$ cat src/rtl/serial_result_reader_pkg.sv
package serial_result_reader_pkg;

   typedef enum logic {
      MODE_WORD = 1'b0,
      MODE_BYTE = 1'b1
   } sync_mode_e;

   parameter int unsigned LEAD_CYCLES_DEFAULT = 2;

   function automatic bit is_pow2(input int unsigned v);
      return (v != 0) && ((v & (v - 1)) == 0);
   endfunction

endpackage

$ cat src/rtl/srr_start_gate.sv
module srr_start_gate (
   input  logic clk_i,
   input  logic rst_ni,
   input  logic rd_ni,
   input  logic cs_ni,
   input  logic phase_ok_i,
   input  logic busy_i,
   output logic start_o
);

   logic rd_prev_q;

   always_ff @(posedge clk_i or negedge rst_ni) begin
      if (!rst_ni) rd_prev_q <= 1'b1;
      else         rd_prev_q <= rd_ni;
   end

   assign start_o = rd_prev_q && !rd_ni && !cs_ni && phase_ok_i && !busy_i;

endmodule

$ cat src/rtl/srr_frame_seq.sv
module srr_frame_seq
   import serial_result_reader_pkg::*;
#(
   parameter int unsigned DATA_W      = 16,
   parameter int unsigned LEAD_CYCLES = LEAD_CYCLES_DEFAULT,
   parameter int unsigned SYNC_HIGH   = 1,
   localparam int unsigned FRAME_LEN  = DATA_W + LEAD_CYCLES,
   localparam int unsigned CNT_W      = $clog2(FRAME_LEN)
) (
   input  logic             clk_i,
   input  logic             rst_ni,
   input  logic             start_i,
   input  logic             abort_i,
   input  logic             mode_i,
   output logic             busy_o,
   output logic [CNT_W-1:0] cnt_o,
   output logic             sync_raw_o,
   output logic             shift_en_o,
   output logic             window_o
);

   localparam logic [CNT_W-1:0] LAST      = CNT_W'(FRAME_LEN - 1);
   localparam logic [CNT_W-1:0] LEAD      = CNT_W'(LEAD_CYCLES);
   localparam logic [CNT_W-1:0] MASK_WORD = CNT_W'(DATA_W - 1);
   localparam logic [CNT_W-1:0] MASK_BYTE = CNT_W'(DATA_W / 2 - 1);

   logic             busy_q;
   logic [CNT_W-1:0] cnt_q;
   sync_mode_e       mode_q;
   logic [CNT_W-1:0] slot;

   always_ff @(posedge clk_i or negedge rst_ni) begin
      if (!rst_ni) begin
         busy_q <= 1'b0;
         cnt_q  <= '0;
         mode_q <= MODE_WORD;
      end else if (start_i) begin
         busy_q <= 1'b1;
         cnt_q  <= '0;
         mode_q <= sync_mode_e'(mode_i);
      end else if (busy_q) begin
         if (abort_i || cnt_q == LAST) begin
            busy_q <= 1'b0;
            cnt_q  <= '0;
         end else begin
            cnt_q <= cnt_q + 1'b1;
         end
      end
   end

   assign slot = cnt_q & ((mode_q == MODE_BYTE) ? MASK_BYTE : MASK_WORD);

   generate
      if (SYNC_HIGH == 1) begin : g_sync_pulse
         assign sync_raw_o = busy_q && (slot == '0);
      end else begin : g_sync_wide
         assign sync_raw_o = busy_q && (slot < CNT_W'(SYNC_HIGH));
      end
   endgenerate

   assign busy_o     = busy_q;
   assign cnt_o      = cnt_q;
   assign window_o   = busy_q && (cnt_q >= LEAD);
   assign shift_en_o = busy_q && (cnt_q >= LEAD) && (cnt_q != LAST);

   p_start_r1: assert property (@(posedge clk_i) disable iff (!rst_ni)
      start_i |=> busy_o && cnt_o == '0);

   p_frame_end_r5: assert property (@(posedge clk_i) disable iff (!rst_ni)
      busy_o && cnt_o == LAST && !start_i |=> !busy_o);

   p_abort_r6: assert property (@(posedge clk_i) disable iff (!rst_ni)
      busy_o && abort_i && !start_i |=> !busy_o);

   p_no_restart_r7: assert property (@(posedge clk_i) disable iff (!rst_ni)
      busy_o && !abort_i && cnt_o != LAST |=> busy_o && cnt_o == $past(cnt_o) + 1'b1);

   p_mode_held_r10: assert property (@(posedge clk_i) disable iff (!rst_ni)
      busy_o && !start_i |=> $stable(mode_q));

endmodule

$ cat src/rtl/srr_shifter.sv
module srr_shifter #(
   parameter int unsigned DATA_W = 16
) (
   input  logic              clk_i,
   input  logic              rst_ni,
   input  logic              load_i,
   input  logic              shift_i,
   input  logic [DATA_W-1:0] word_i,
   output logic              msb_o
);

   logic [DATA_W-1:0] sh_q;

   always_ff @(posedge clk_i or negedge rst_ni) begin
      if (!rst_ni)      sh_q <= '0;
      else if (load_i)  sh_q <= word_i;
      else if (shift_i) sh_q <= {sh_q[DATA_W-2:0], 1'b0};
   end

   assign msb_o = sh_q[DATA_W-1];

   p_hold_r9: assert property (@(posedge clk_i) disable iff (!rst_ni)
      !load_i && !shift_i |=> $stable(sh_q));

   p_load_r9: assert property (@(posedge clk_i) disable iff (!rst_ni)
      load_i |=> sh_q == $past(word_i));

endmodule

$ cat src/rtl/serial_result_reader.sv
module serial_result_reader
   import serial_result_reader_pkg::*;
#(
   parameter int unsigned DATA_W      = 16,
   parameter int unsigned LEAD_CYCLES = LEAD_CYCLES_DEFAULT,
   parameter int unsigned SYNC_HIGH   = 1
) (
   input  logic              clk_i,
   input  logic              rst_ni,
   input  logic              rd_ni,
   input  logic              cs_ni,
   input  logic              byte_mode_i,
   input  logic              phase_ok_i,
   input  logic [DATA_W-1:0] result_i,
   output logic              sdo_o,
   output logic              sync_o,
   output logic              oe_o,
   output logic              busy_o
);

   localparam int unsigned FRAME_LEN = DATA_W + LEAD_CYCLES;
   localparam int unsigned CNT_W     = $clog2(FRAME_LEN);

   generate
      if (DATA_W < 4 || !is_pow2(DATA_W)) begin : g_bad_width
         $error("DATA_W must be a power of two, at least 4");
      end
      if (LEAD_CYCLES < 1) begin : g_bad_lead
         $error("LEAD_CYCLES must be at least 1");
      end
      if (SYNC_HIGH < 1 || SYNC_HIGH >= DATA_W / 2) begin : g_bad_sync
         $error("SYNC_HIGH must lie in 1 .. DATA_W/2-1");
      end
   endgenerate

   logic             start;
   logic             busy;
   logic [CNT_W-1:0] cnt;
   logic             sync_raw;
   logic             shift_en;
   logic             window;
   logic             msb;

   srr_start_gate u_gate (
      .clk_i      (clk_i),
      .rst_ni     (rst_ni),
      .rd_ni      (rd_ni),
      .cs_ni      (cs_ni),
      .phase_ok_i (phase_ok_i),
      .busy_i     (busy),
      .start_o    (start)
   );

   srr_frame_seq #(
      .DATA_W      (DATA_W),
      .LEAD_CYCLES (LEAD_CYCLES),
      .SYNC_HIGH   (SYNC_HIGH)
   ) u_seq (
      .clk_i      (clk_i),
      .rst_ni     (rst_ni),
      .start_i    (start),
      .abort_i    (cs_ni),
      .mode_i     (byte_mode_i),
      .busy_o     (busy),
      .cnt_o      (cnt),
      .sync_raw_o (sync_raw),
      .shift_en_o (shift_en),
      .window_o   (window)
   );

   srr_shifter #(
      .DATA_W (DATA_W)
   ) u_shift (
      .clk_i   (clk_i),
      .rst_ni  (rst_ni),
      .load_i  (start),
      .shift_i (shift_en),
      .word_i  (result_i),
      .msb_o   (msb)
   );

   assign oe_o   = busy && !cs_ni;
   assign sync_o = oe_o && sync_raw;
   assign sdo_o  = oe_o && window && msb;
   assign busy_o = busy;

   p_start_drives_r1: assert property (@(posedge clk_i) disable iff (!rst_ni)
      start |=> oe_o || cs_ni);

   p_quiet_idle_r5: assert property (@(posedge clk_i) disable iff (!rst_ni)
      !busy_o |-> !oe_o && !sync_o && !sdo_o);

   p_gate_idle_r8: assert property (@(posedge clk_i) disable iff (!rst_ni)
      !busy_o && (!phase_ok_i || cs_ni) |=> !busy_o);

endmodule

$ cat config.mk
export PLATFORM = sky130hd
export DESIGN_NAME = serial_result_reader
export DESIGN_NICKNAME = d
export VERILOG_FILES = /design/src/rtl/serial_result_reader_pkg.sv /design/src/rtl/srr_start_gate.sv /design/src/rtl/srr_frame_seq.sv /design/src/rtl/srr_shifter.sv /design/src/rtl/serial_result_reader.sv
export SDC_FILE = /design/constraint.sdc
export NUM_CORES = 1
export LEC_CHECK = 0
export BUFFER_PORTS_ARGS = -buffer_cell sky130_fd_sc_hd__buf_2
export CAP_MARGIN = 20
export CELL_PAD_IN_SITES_DETAIL_PLACEMENT = 1
export CELL_PAD_IN_SITES_GLOBAL_PLACEMENT = 1
export CORE_ASPECT_RATIO = 1.5
export CORE_MARGIN = 10
export CORE_UTILIZATION = 44
export CTS_CLUSTER_DIAMETER = 120
export DETAILED_ROUTE_END_ITERATION = 6
export GPL_TIMING_DRIVEN = 0
export PLACE_DENSITY_LB_ADDON = 0.1
export SLEW_MARGIN = 30
export SYNTH_ARGS = -nofsm -noshare
export SYNTH_HDL_FRONTEND = slang
export SYNTH_SLANG_ARGS = --single-unit
$ cat constraint.sdc
create_clock -name clk_i -period 6.1 [get_ports clk_i]
set_input_delay 1.22 -clock clk_i [delete_from_list [all_inputs] [get_ports clk_i]]
set_output_delay 1.22 -clock clk_i [all_outputs]
set_load 0.05 [all_outputs]
==> results of run 1 <==
## layout by cell type (no fill, tap or decap)
cell type   n
a31oi_1     1
and4bb_2    1
nand3_1     3
nand2b_1    1
xor2_1      2
or4_4       1
buf_2      25
clkbuf_1    3
inv_1       4
o211ai_4    1
dfstp_2     1
nor4b_1     1
nand4bb_1   1
dfrtp_1    23
nor2b_1     1
o211a_1     1
buf_12      1
nand4b_1    1
a22o_1      1
nand2_1     6
clkbuf_8    4
nor2_1     17
o21ai_0     6
a21oi_1    15
mux2i_1    15
nor3_1      1
ha_1        4
mux2_2      1
## registers in the layout, indices dropped and copies added, names as in the netlist
register	cells
u_seq.busy_o	1
u_shift.sh_q	16
u_seq.mode_q	1
u_seq.cnt_o	5
u_gate.rd_prev_q	1
## cells by family (layout without fill, tap and decap cells)
logic type / after synthesis / in the layout
AND/OR/NAND/NOR: 34 / 34
AO/OA/AOI/OAI: 25 / 25
flip-flops: 24 / 24
multiplexers: 16 / 16
buffers and inverters: 8 / 37
adder cells (fa/ha/maj): 4 / 4
XOR/XNOR: 2 / 2
## worst paths after layout
path,startpoint,to,slack [ps],cells after the start
setup reg to reg,u_seq.cnt_o[0]$_DFFE_PN0P_,u_shift.sh_q[1]$_DFFE_PN0P_,3950,7
max in group asynchronous,rst_ni,u_gate.rd_prev_q$_DFF_PN1_,4820,1
setup / recovery,cs_ni,sync_o,2730,4
hold reg to reg,u_seq.mode_q$_DFFE_PN0P_,u_seq.mode_q$_DFFE_PN0P_,520,1
min in group asynchronous,rst_ni,u_seq.mode_q$_DFFE_PN0P_,920,1
hold / removal,u_seq.mode_q$_DFFE_PN0P_,u_seq.mode_q$_DFFE_PN0P_,520,1
## final cells by class
type	instances	area (sq um)
plain buffers	4	31.3
clock buffers	4	55.1
fillers	333	1220
inverters	4	15.0
multi-input cells	81	552
flip-flops and latches	24	602
well taps	37	46.3
repair buffers	25	125
## power breakdown
part | total, W | internal [W] | leakage, nW | switching (W)
sequential | 0.000231 | 0.000203 | 0.279 | 0.0000281
combinational | 0.0000886 | 0.0000465 | 0.445 | 0.0000421
clock | 0.000108 | 0.0000577 | 0.0288 | 0.0000508
total | 0.000428 | 0.000308 | 0.753 | 0.000121
## worst reg2reg max path, stage by stage (launching register included)
cell      delay, ps
dfrtp_1         450
inv_1            90
ha_1            200
or4_4           440
o211ai_4        360
buf_12          200
mux2i_1         200
a21oi_1          90
## per-layer routing
metal / wire length (um) / share of wire (%) / up-vias
met5: 0 / 0 / -
met4: 53 / 1.9 / 0
met3: 108 / 4.0 / 5
met2: 1520 / 56 / 17
met1: 1040 / 38 / 457
li1: - / - / 451
## metrics by stage
| step | power [W] | utilization, % | setup WS (ps) |
|---|---|---|---|
| finish | 0.000428 | 53.9 | 2730 |
| CTS | 0.000436 | 53.9 | 2730 |
| global placement | 0.000319 | 51.8 | 2760 |
| floorplan | 0.000294 | - | 1790 |
| detailed placement | 0.000326 | 51.8 | 2730 |
| global route | 0.000465 | 53.9 | 2610 |
==> impl_metrics.env, run 1 <==
export IMPL_critPathKind="in -> out"
export IMPL_yosysMostFrequentCell="dfrtp_1"
export IMPL_cp_end_kind="output port"
export IMPL_grt_start_max_net_pins=25
export IMPL_slew_headroom_pct=64.4
export IMPL_track_usage_pct=11.2
export IMPL_yosys_area_share_simple_pct=14.3
export IMPL_synth_area_per_cell_sq_um=10.6
export IMPL_grt_overflow_total=0
export IMPL_crit_arrival_ps=2150
export IMPL_path_cells="buf_2 > nand2b_1 > nor4b_1 > buf_2"
export IMPL_setup_violations=0
export IMPL_grt_use_met2_pct=20.4
export IMPL_cp_required_ps=4880
export IMPL_peakVddDrop_mv=0.166
export IMPL_core_sq_um=2650
export IMPL_synthTopCellsByArea="dfrtp_1 48%, mux2i_1 13%, a21oi_1 6.3%"
export IMPL_fin_hold_ws_ps=518
export IMPL_die_w_um=62.6
export IMPL_finalSetupTns_ps=0
export IMPL_synth_area_mux_share_pct=13.5
export IMPL_yosys_register_bits=24
export IMPL_max_freq_mhz=297
export IMPL_crit_buf_inv=2
export IMPL_rsz0062_at_grt="false"
export IMPL_die_height_um=84.0
export IMPL_yosys_warnings=0
export IMPL_finalWirelength_um=2720
export IMPL_period_share_pct=55.2
export IMPL_crit_fanout=5
export IMPL_synth_ff_type="dfrtp_1"
export IMPL_drv_cap=0
export IMPL_synth_fa_ha_area_share_pct=4.17
export IMPL_synth_top_area_share_pct=48.0
export IMPL_max_stage_delay_ps=310
export IMPL_io_pins=26
export IMPL_io_buffers=25
export IMPL_ys_types=26
export IMPL_num_vias=930
export IMPL_synth_compound_area_share_pct=12.6
export IMPL_gp_congestion=0.785
export IMPL_status="complete, no violations"
export IMPL_syn_inst=113
export IMPL_final_cells=179
export IMPL_synth_xor_area_share_pct=1.46
export IMPL_yosysSeqAreaShare_pct=50.2
export IMPL_top_usage_layer="met2"
export IMPL_slew_viol_final=0
export IMPL_cts_tree="built"
export IMPL_fin_skew_ps=3.59
export IMPL_crit_slowest_cell="buf_2"
export IMPL_antenna_found_initial=0
export IMPL_first_iter_violations=14
export IMPL_clock_sinks=24
export IMPL_synth_common_cells="23 x dfrtp_1, 17 x nor2_1, 15 x a21oi_1, 15 x mux2i_1"
export IMPL_routed_via_density=5.20
export IMPL_cts_resized=0
export IMPL_layout_nets=169
export IMPL_hold_buffers=0
export IMPL_num_rows=23
export IMPL_dpl_cell_count=175
export IMPL_cts_root_buf="clkbuf_8"
export IMPL_synth_area_sq_um=1200
export IMPL_drt_first_pass_iters=4
export IMPL_synth_top_family_by_area="simple AND/OR/NAND/NOR gates"
export IMPL_grt_util_met3_pct=2.69
export IMPL_worst_pin_slew_ps=534
export IMPL_power_density_nw_per_um2=300
export IMPL_drc=0
export IMPL_use_met1_pct=11.5
export IMPL_fin_area_sq_um=1430
export IMPL_grt_pass1_vias=1068
export IMPL_path_delay_family="simple AND/OR/NAND/NOR gates"
export IMPL_synth_nets=139
export IMPL_area_growth_pct=18.9
export IMPL_antenna_left=0
export IMPL_final_hold_viol_count=0
export IMPL_hpwl_um=2150
export IMPL_cts_setup_buffers=0
export IMPL_synth_edf_count=0
export IMPL_antennaDiodeCount=0
export IMPL_clk_latency_ps=270
export IMPL_place_area_sq_um=1370
export IMPL_cts_buffers_inserted=3
export IMPL_power_leakage_nw=0.753
export IMPL_start_util_pct=45.3
export IMPL_cts_max_level=1
export IMPL_critPathMostFrequentCell="buf_2"
export IMPL_async_flop_share_pct=100
export IMPL_period_minus_slack_ps=3370
export IMPL_layout_drive_gt1_share_pct=24.6
export IMPL_hold_class="reg -> reg"
export IMPL_cts_buffer_depth=2
export IMPL_cts_clk_slew_worst_paths_ps=80
export IMPL_start_kind="primary input"
export IMPL_dieArea_sq_um=5260
export IMPL_grt_pass1_wl_um=4840
export IMPL_routedWlPerCell_um=15.2
export IMPL_yosysTopAreaCell="dfrtp_1"
Note: power is estimated with default switching activity, not from simulation.
==> run 2, diff against run 1 <==
- ABC_AREA: not set -> 1
- CORE_UTILIZATION: 44 -> 35
- clock period: 6.1 -> 3 ns (I/O delays scaled with it)
==> run 2 against run 1 <==
Power is 140% higher; sequential share of layout area fell by 4.7 points; die area increased by 29%; via count grew 36%; clock skew increased by 1.8 ps; critical endpoint is now sdo_o.
==> impl_metrics.env, run 2 <==
export IMPL_num_vias=1268
export IMPL_critPathKind="reg -> out"
export IMPL_cp_required_ps=2400
export IMPL_seq_area_sq_um=602
export IMPL_routed_via_density=5.18
export IMPL_io_pins=26
export IMPL_seq_power_share_pct=46.8
export IMPL_power_leakage_nw=0.900
export IMPL_cts_setup_buffers=0
export IMPL_worst_pin_slew_ps=557
export IMPL_io_buffers=25
export IMPL_max_stage_delay_ps=410
export IMPL_r2r_start="u_seq.cnt_o[0]$_DFFE_PN0P_"
export IMPL_max_freq_mhz=453
export IMPL_yosysTopAreaCell="dfrtp_1"
export IMPL_hold_class="in -> async"
export IMPL_cts_max_level=1
export IMPL_fin_ws_ps=790
export IMPL_largest_register_ffs=16
export IMPL_dieArea_sq_um=6810
export IMPL_synth_top_area_share_pct=42.5
export IMPL_hpwl_um=3020
export IMPL_switching_share_pct=31.2
export IMPL_antennaDiodeCount=0
export IMPL_clock_sinks=24
export IMPL_antenna_left=0
export IMPL_synth_area_per_cell_sq_um=7.83
export IMPL_synth_edf_count=0
export IMPL_final_cell_mix="73 x nand2_1, 30 x buf_2, 23 x dfrtp_1"
export IMPL_die_height_um=96.2
export IMPL_combPwrFrac_pct=24.6
export IMPL_period_share_pct=73.7
export IMPL_async_flop_share_pct=100
export IMPL_place_area_sq_um=1530
export IMPL_yosysMostFrequentCell="nand2_1"
export IMPL_fin_skew_ps=5.44
export IMPL_start_util_pct=36.4
export IMPL_start_kind="flop"
export IMPL_yosys_register_bits=24
export IMPL_finalWirelength_um=3900
export IMPL_cts_resized=0
export IMPL_slew_viol_final=0
export IMPL_syn_inst=173
export IMPL_peakVddDrop_mv=0.291
export IMPL_drc=0
export IMPL_antenna_found_initial=0
export IMPL_rsz0062_at_grt="false"
export IMPL_cts_tree="built"
export IMPL_layout_drive_gt1_share_pct=22.8
export IMPL_area_growth_pct=18.5
export IMPL_synth_nets=199
export IMPL_core_sq_um=3720
export IMPL_p_int_w=0.000694
export IMPL_dpl_worst_slack_ps=921
export IMPL_clk_latency_ps=270
export IMPL_first_iter_violations=39
export IMPL_yosysSeqAreaShare_pct=44.5
export IMPL_grt_overflow_total=0
export IMPL_cp_end_kind="output port"
export IMPL_die_w_um=70.8
export IMPL_slew_headroom_pct=62.9
export IMPL_cts_buffer_depth=2
export IMPL_ys_types=22
export IMPL_drt_first_pass_iters=4
export IMPL_path_cells="inv_1 > ha_1 > nor2_1 > nand3_1 > nand3_1 > inv_1 > buf_2"
export IMPL_final_hold_viol_count=0
export IMPL_crit_buf_inv=3
export IMPL_crit_arrival_ps=1610
export IMPL_track_usage_pct=11.9
export IMPL_synthTopCellsByArea="dfrtp_1 43%, nand2_1 20%, nand3_1 7.4%"
export IMPL_finalSetupTns_ps=0
export IMPL_multi_input_area_sq_um=659
export IMPL_grt_start_max_net_pins=25
export IMPL_mostFrequentLayoutCell="nand2_1"
export IMPL_fin_area_sq_um=1600
export IMPL_num_rows=27
export IMPL_regMostFlops="u_shift.sh_q"
export IMPL_synth_common_cells="73 x nand2_1, 23 x dfrtp_1, 20 x nand3_1"
export IMPL_fin_hold_ws_ps=309
export IMPL_cp_startpoint="u_seq.cnt_o[0]$_DFFE_PN0P_"
export IMPL_p_sw_w=0.000315
export IMPL_yosys_warnings=0
export IMPL_synth_ff_type="dfrtp_1"
export IMPL_grt_pass1_wl_um=6690
export IMPL_crit_cells=7
export IMPL_synth_area_sq_um=1350
export IMPL_r2r_cells=9
export IMPL_path_delay_family="flip-flops"
export IMPL_layout_nets=229
export IMPL_gp_congestion=0.764
export IMPL_hold_buffers=0
export IMPL_power_density_nw_per_um2=629
export IMPL_period_minus_slack_ps=2210
export IMPL_crit_fanout=4
export IMPL_grt_pass1_vias=1393
export IMPL_setup_violations=0
export IMPL_routedWlPerCell_um=15.9
export IMPL_fill_cells=498
export IMPL_crit_slowest_cell="dfrtp_1"
export IMPL_cts_buffers_inserted=3
export IMPL_drv_cap=0
export IMPL_p_clk_share_pct=28.5
export IMPL_cts_clk_slew_worst_paths_ps=90
export IMPL_status="complete, no violations"
export IMPL_cts_root_buf="clkbuf_8"
## run 2: cell count changes after synthesis, moves of 2 or more
cell | before | now
buf_4 | 0 | 2
nor2_1 | 17 | 2
buf_2 | 0 | 5
nand3_1 | 3 | 20
nand2_1 | 6 | 73
nand4_1 | 0 | 15
clkbuf_1 | 3 | 0
a21oi_1 | 15 | 0
inv_1 | 4 | 10
mux2i_1 | 15 | 0
## run 2: per-layer routing
layer	share of wire (%)	GRT usage (%)
met1	40	12.8
met5	0	0
met2	55	22.3
met4	1.0	3.40
met3	4.5	3.09
## run 2: area by class of cell
class	instances	share of cell area, %
clock buffer	3	2.57
multi-input combinational	130	41.1
timing repair buffer	25	7.80
tap	43	3.35
sequential	24	37.5
buffer	8	3.20
inverter	11	2.57
clock inverter	1	1.87
## run 2: stage by stage
stage | utilization [%] | instances | power, W
2_1_floorplan | - | 173 | 0.000645
3_3_place_gp | 41.2 | 241 | 0.000709
3_5_place_dp | 41.2 | 241 | 0.000735
4_1_cts | 43.2 | 245 | 0.00103
5_1_grt | 43.2 | 245 | 0.00109
6_report | 43.2 | 245 | 0.00101
## run 2: power groups by stage
stage | clock, W | sequential [W] | combinational, W
floorplan | 0 | 0.000463 | 0.000182
global placement | 0 | 0.000471 | 0.000238
detailed placement | 0 | 0.000481 | 0.000254
CTS | 0.000298 | 0.000473 | 0.000256
global route | 0.000313 | 0.000483 | 0.000296
finish | 0.000288 | 0.000473 | 0.000249
## run 2: worst reg2reg max path, stage by stage (launching register included)
cell and delay, ps:
dfrtp_1 410, inv_1 110, ha_1 200, nor2_1 90
nand3_1 180, nand3_4 180, nand2_4 90, buf_6 150
nand2_1 60, nand2_1 50
## run 2: logic make-up after synthesis
family	count (synthesis)	synth area share, %
AND/OR/NAND/NOR	117	40.4
flip-flops	24	44.5
buffers and inverters	19	6.84
AO/OA/AOI/OAI	6	2.68
adder cells (fa/ha/maj)	4	3.70
XOR/XNOR	3	1.94
## run 2: final timing paths
path / to / slack [ps]
min in group clk_i: u_gate.rd_prev_q$_DFF_PN1_ / 450
setup reg to reg: u_shift.sh_q[9]$_DFFE_PN0P_ / 1380
setup / recovery: sdo_o / 790
hold / removal: u_shift.sh_q[11]$_DFFE_PN0P_ / 310
hold reg to reg: u_seq.mode_q$_DFFE_PN0P_ / 510
max in group asynchronous: u_gate.rd_prev_q$_DFF_PN1_ / 2320
==> run 3, diff against run 2 <==
- ABC_AREA: 1 -> 0
- CORE_UTILIZATION: 35 -> 37
- clock period: 3 -> 1.8 ns (I/O delays scaled with it)
==> run 3 against run 2 <==
The flow now finishes with violations (negative setup slack); die area is 12% lower; non-clock buffer count is 11 higher; core utilization is 10 points higher; critical endpoint unchanged; largest power group unchanged.
==> impl_metrics.env, run 3 (synthesized netlist as in run 1, its figures left out) <==
export IMPL_multi_input_area_sq_um=611
export IMPL_power_leakage_nw=0.828
export IMPL_die_height_um=89.7
export IMPL_layout_drive_gt1_share_pct=41.4
export IMPL_first_iter_violations=29
export IMPL_slew_viol_final=0
export IMPL_mostFrequentLayoutCell="buf_2"
export IMPL_cts_buffers_inserted=3
export IMPL_num_rows=25
export IMPL_die_w_um=66.5
export IMPL_gp_congestion=0.748
export IMPL_cts_max_level=1
export IMPL_finalSetupTns_ps=-3440
export IMPL_clk_latency_ps=270
export IMPL_regMostFlops="u_shift.sh_q"
export IMPL_rsz0062_at_grt="true"
export IMPL_seq_area_sq_um=608
export IMPL_max_freq_mhz=483
export IMPL_num_vias=1021
export IMPL_setup_violations=17
export IMPL_antenna_left=0
export IMPL_start_kind="flop"
export IMPL_drt_first_pass_iters=4
export IMPL_start_util_pct=38.4
export IMPL_grt_overflow_total=0
export IMPL_violations="negative setup slack"
export IMPL_antennaDiodeCount=0
export IMPL_clock_sinks=24
export IMPL_routedWlPerCell_um=17.3
export IMPL_grt_start_max_net_pins=25
export IMPL_peakVddDrop_mv=0.592
export IMPL_grt_pass1_wl_um=5640
export IMPL_path_cells="ha_4 > or4_4 > o211a_4 > buf_8"
export IMPL_grt_pass1_vias=1153
export IMPL_track_usage_pct=11.8
export IMPL_fin_area_sq_um=1660
export IMPL_period_share_pct=115
export IMPL_slew_headroom_pct=62.9
export IMPL_cts_buffer_depth=2
export IMPL_area_growth_pct=38.5
export IMPL_hold_class="in -> async"
export IMPL_fill_cells=358
export IMPL_place_area_sq_um=1400
export IMPL_p_total_w=0.00160
export IMPL_path_delay_family="flip-flops"
export IMPL_antenna_found_initial=0
export IMPL_layout_nets=184
export IMPL_drv_cap=0
export IMPL_crit_arrival_ps=1710
export IMPL_cts_clk_slew_worst_paths_ps=90
export IMPL_routed_via_density=5.18
export IMPL_crit_fanout=2
export IMPL_cts_root_buf="clkbuf_8"
export IMPL_io_pins=26
export IMPL_dieArea_sq_um=5970
export IMPL_worst_pin_slew_ps=557
export IMPL_critPathKind="reg -> out"
export IMPL_fin_hold_ws_ps=68.2
export IMPL_status="complete, but fails checks"
export IMPL_crit_slowest_cell="dfrtp_2"
export IMPL_drc=0
export IMPL_cp_end_kind="output port"
export IMPL_cts_tree="built"
export IMPL_hold_buffers=0
export IMPL_fin_ws_ps=-270
export IMPL_io_buffers=25
export IMPL_period_minus_slack_ps=2070
export IMPL_power_density_nw_per_um2=964
export IMPL_final_hold_viol_count=0
export IMPL_finalWirelength_um=3410
export IMPL_cp_required_ps=1440
export IMPL_largest_register_ffs=16
export IMPL_fin_skew_ps=2.31
export IMPL_final_cell_mix="23 x buf_2, 18 x dfrtp_1, 17 x nor2_1"
export IMPL_crit_buf_inv=1
export IMPL_dpl_worst_slack_ps=-379
export IMPL_max_stage_delay_ps=450
export IMPL_core_sq_um=3130
export IMPL_hpwl_um=2340
[run 3: layout make-up]
class                      instances  share of cell area (%)
tap                               40                    3.01
multi-input combinational         81                    36.7
clock buffer                       4                    3.31
buffer                             4                    1.88
sequential                        24                    36.6
timing repair buffer              40                    17.2
inverter                           4                    1.28
[run 3: what timing repair did]
item / CTS / global route
pin swaps: 7 / 2
buffers inserted: 10 / 6
gates cloned: 1 / 0
resized for setup: 17 / 8
endpoints found under the setup margin: 18 / 18
[run 3: metrics by stage]
step / instances / util, %
floorplan: 113 / -
global placement: 178 / 44.8
detailed placement: 178 / 44.8
CTS: 193 / 51.7
global route: 197 / 53.1
finish: 197 / 53.1
[run 3: worst paths after layout]
check | from | end | slack (ps) | cells after the start
max | u_seq.cnt_o[1]$_DFFE_PN0P_ | sdo_o | -270 | 4
min reg2reg | u_seq.mode_q$_DFFE_PN0P_ | u_seq.mode_q$_DFFE_PN0P_ | 530 | 1
max reg2reg | u_seq.cnt_o[1]$_DFFE_PN0P_ | u_shift.sh_q[13]$_DFFE_PN0P_ | -220 | 8
min in group clk_i | rd_ni | u_gate.rd_prev_q$_DFF_PN1_ | 190 | 1
min | rst_ni | u_seq.cnt_o[3]$_DFFE_PN0P_ | 70 | 1
max in group asynchronous | rst_ni | u_seq.cnt_o[0]$_DFFE_PN0P_ | 1330 | 1
[run 3: layer usage]
layer / track usage (%) / routed length, um / vias up / part of all wire (%)
met4: 3.16 / 27 / 0 / 0.79
met2: 22.0 / 2010 / 20 / 59
met1: 12.4 / 1260 / 516 / 37
met5: 0 / 0 / - / 0
li1: - / - / 481 / -
met3: 2.36 / 111 / 4 / 3.3
[run 3: worst reg2reg max path, cell delays in order, from the launching register on]
cell and delay (ps):
dfrtp_2 450, ha_4 170, or4_4 430, buf_6 140, o211ai_4 170, buf_6 150, buf_12 110, mux2i_1 190
a21oi_1 90
[run 3: power by group]
part | total [W] | switching (W) | internal, W
logic | 0.000432 | 0.000196 | 0.000235
registers | 0.000795 | 0.000103 | 0.000692
clock network | 0.000376 | 0.000180 | 0.000195
total | 0.00160 | 0.000480 | 0.00112
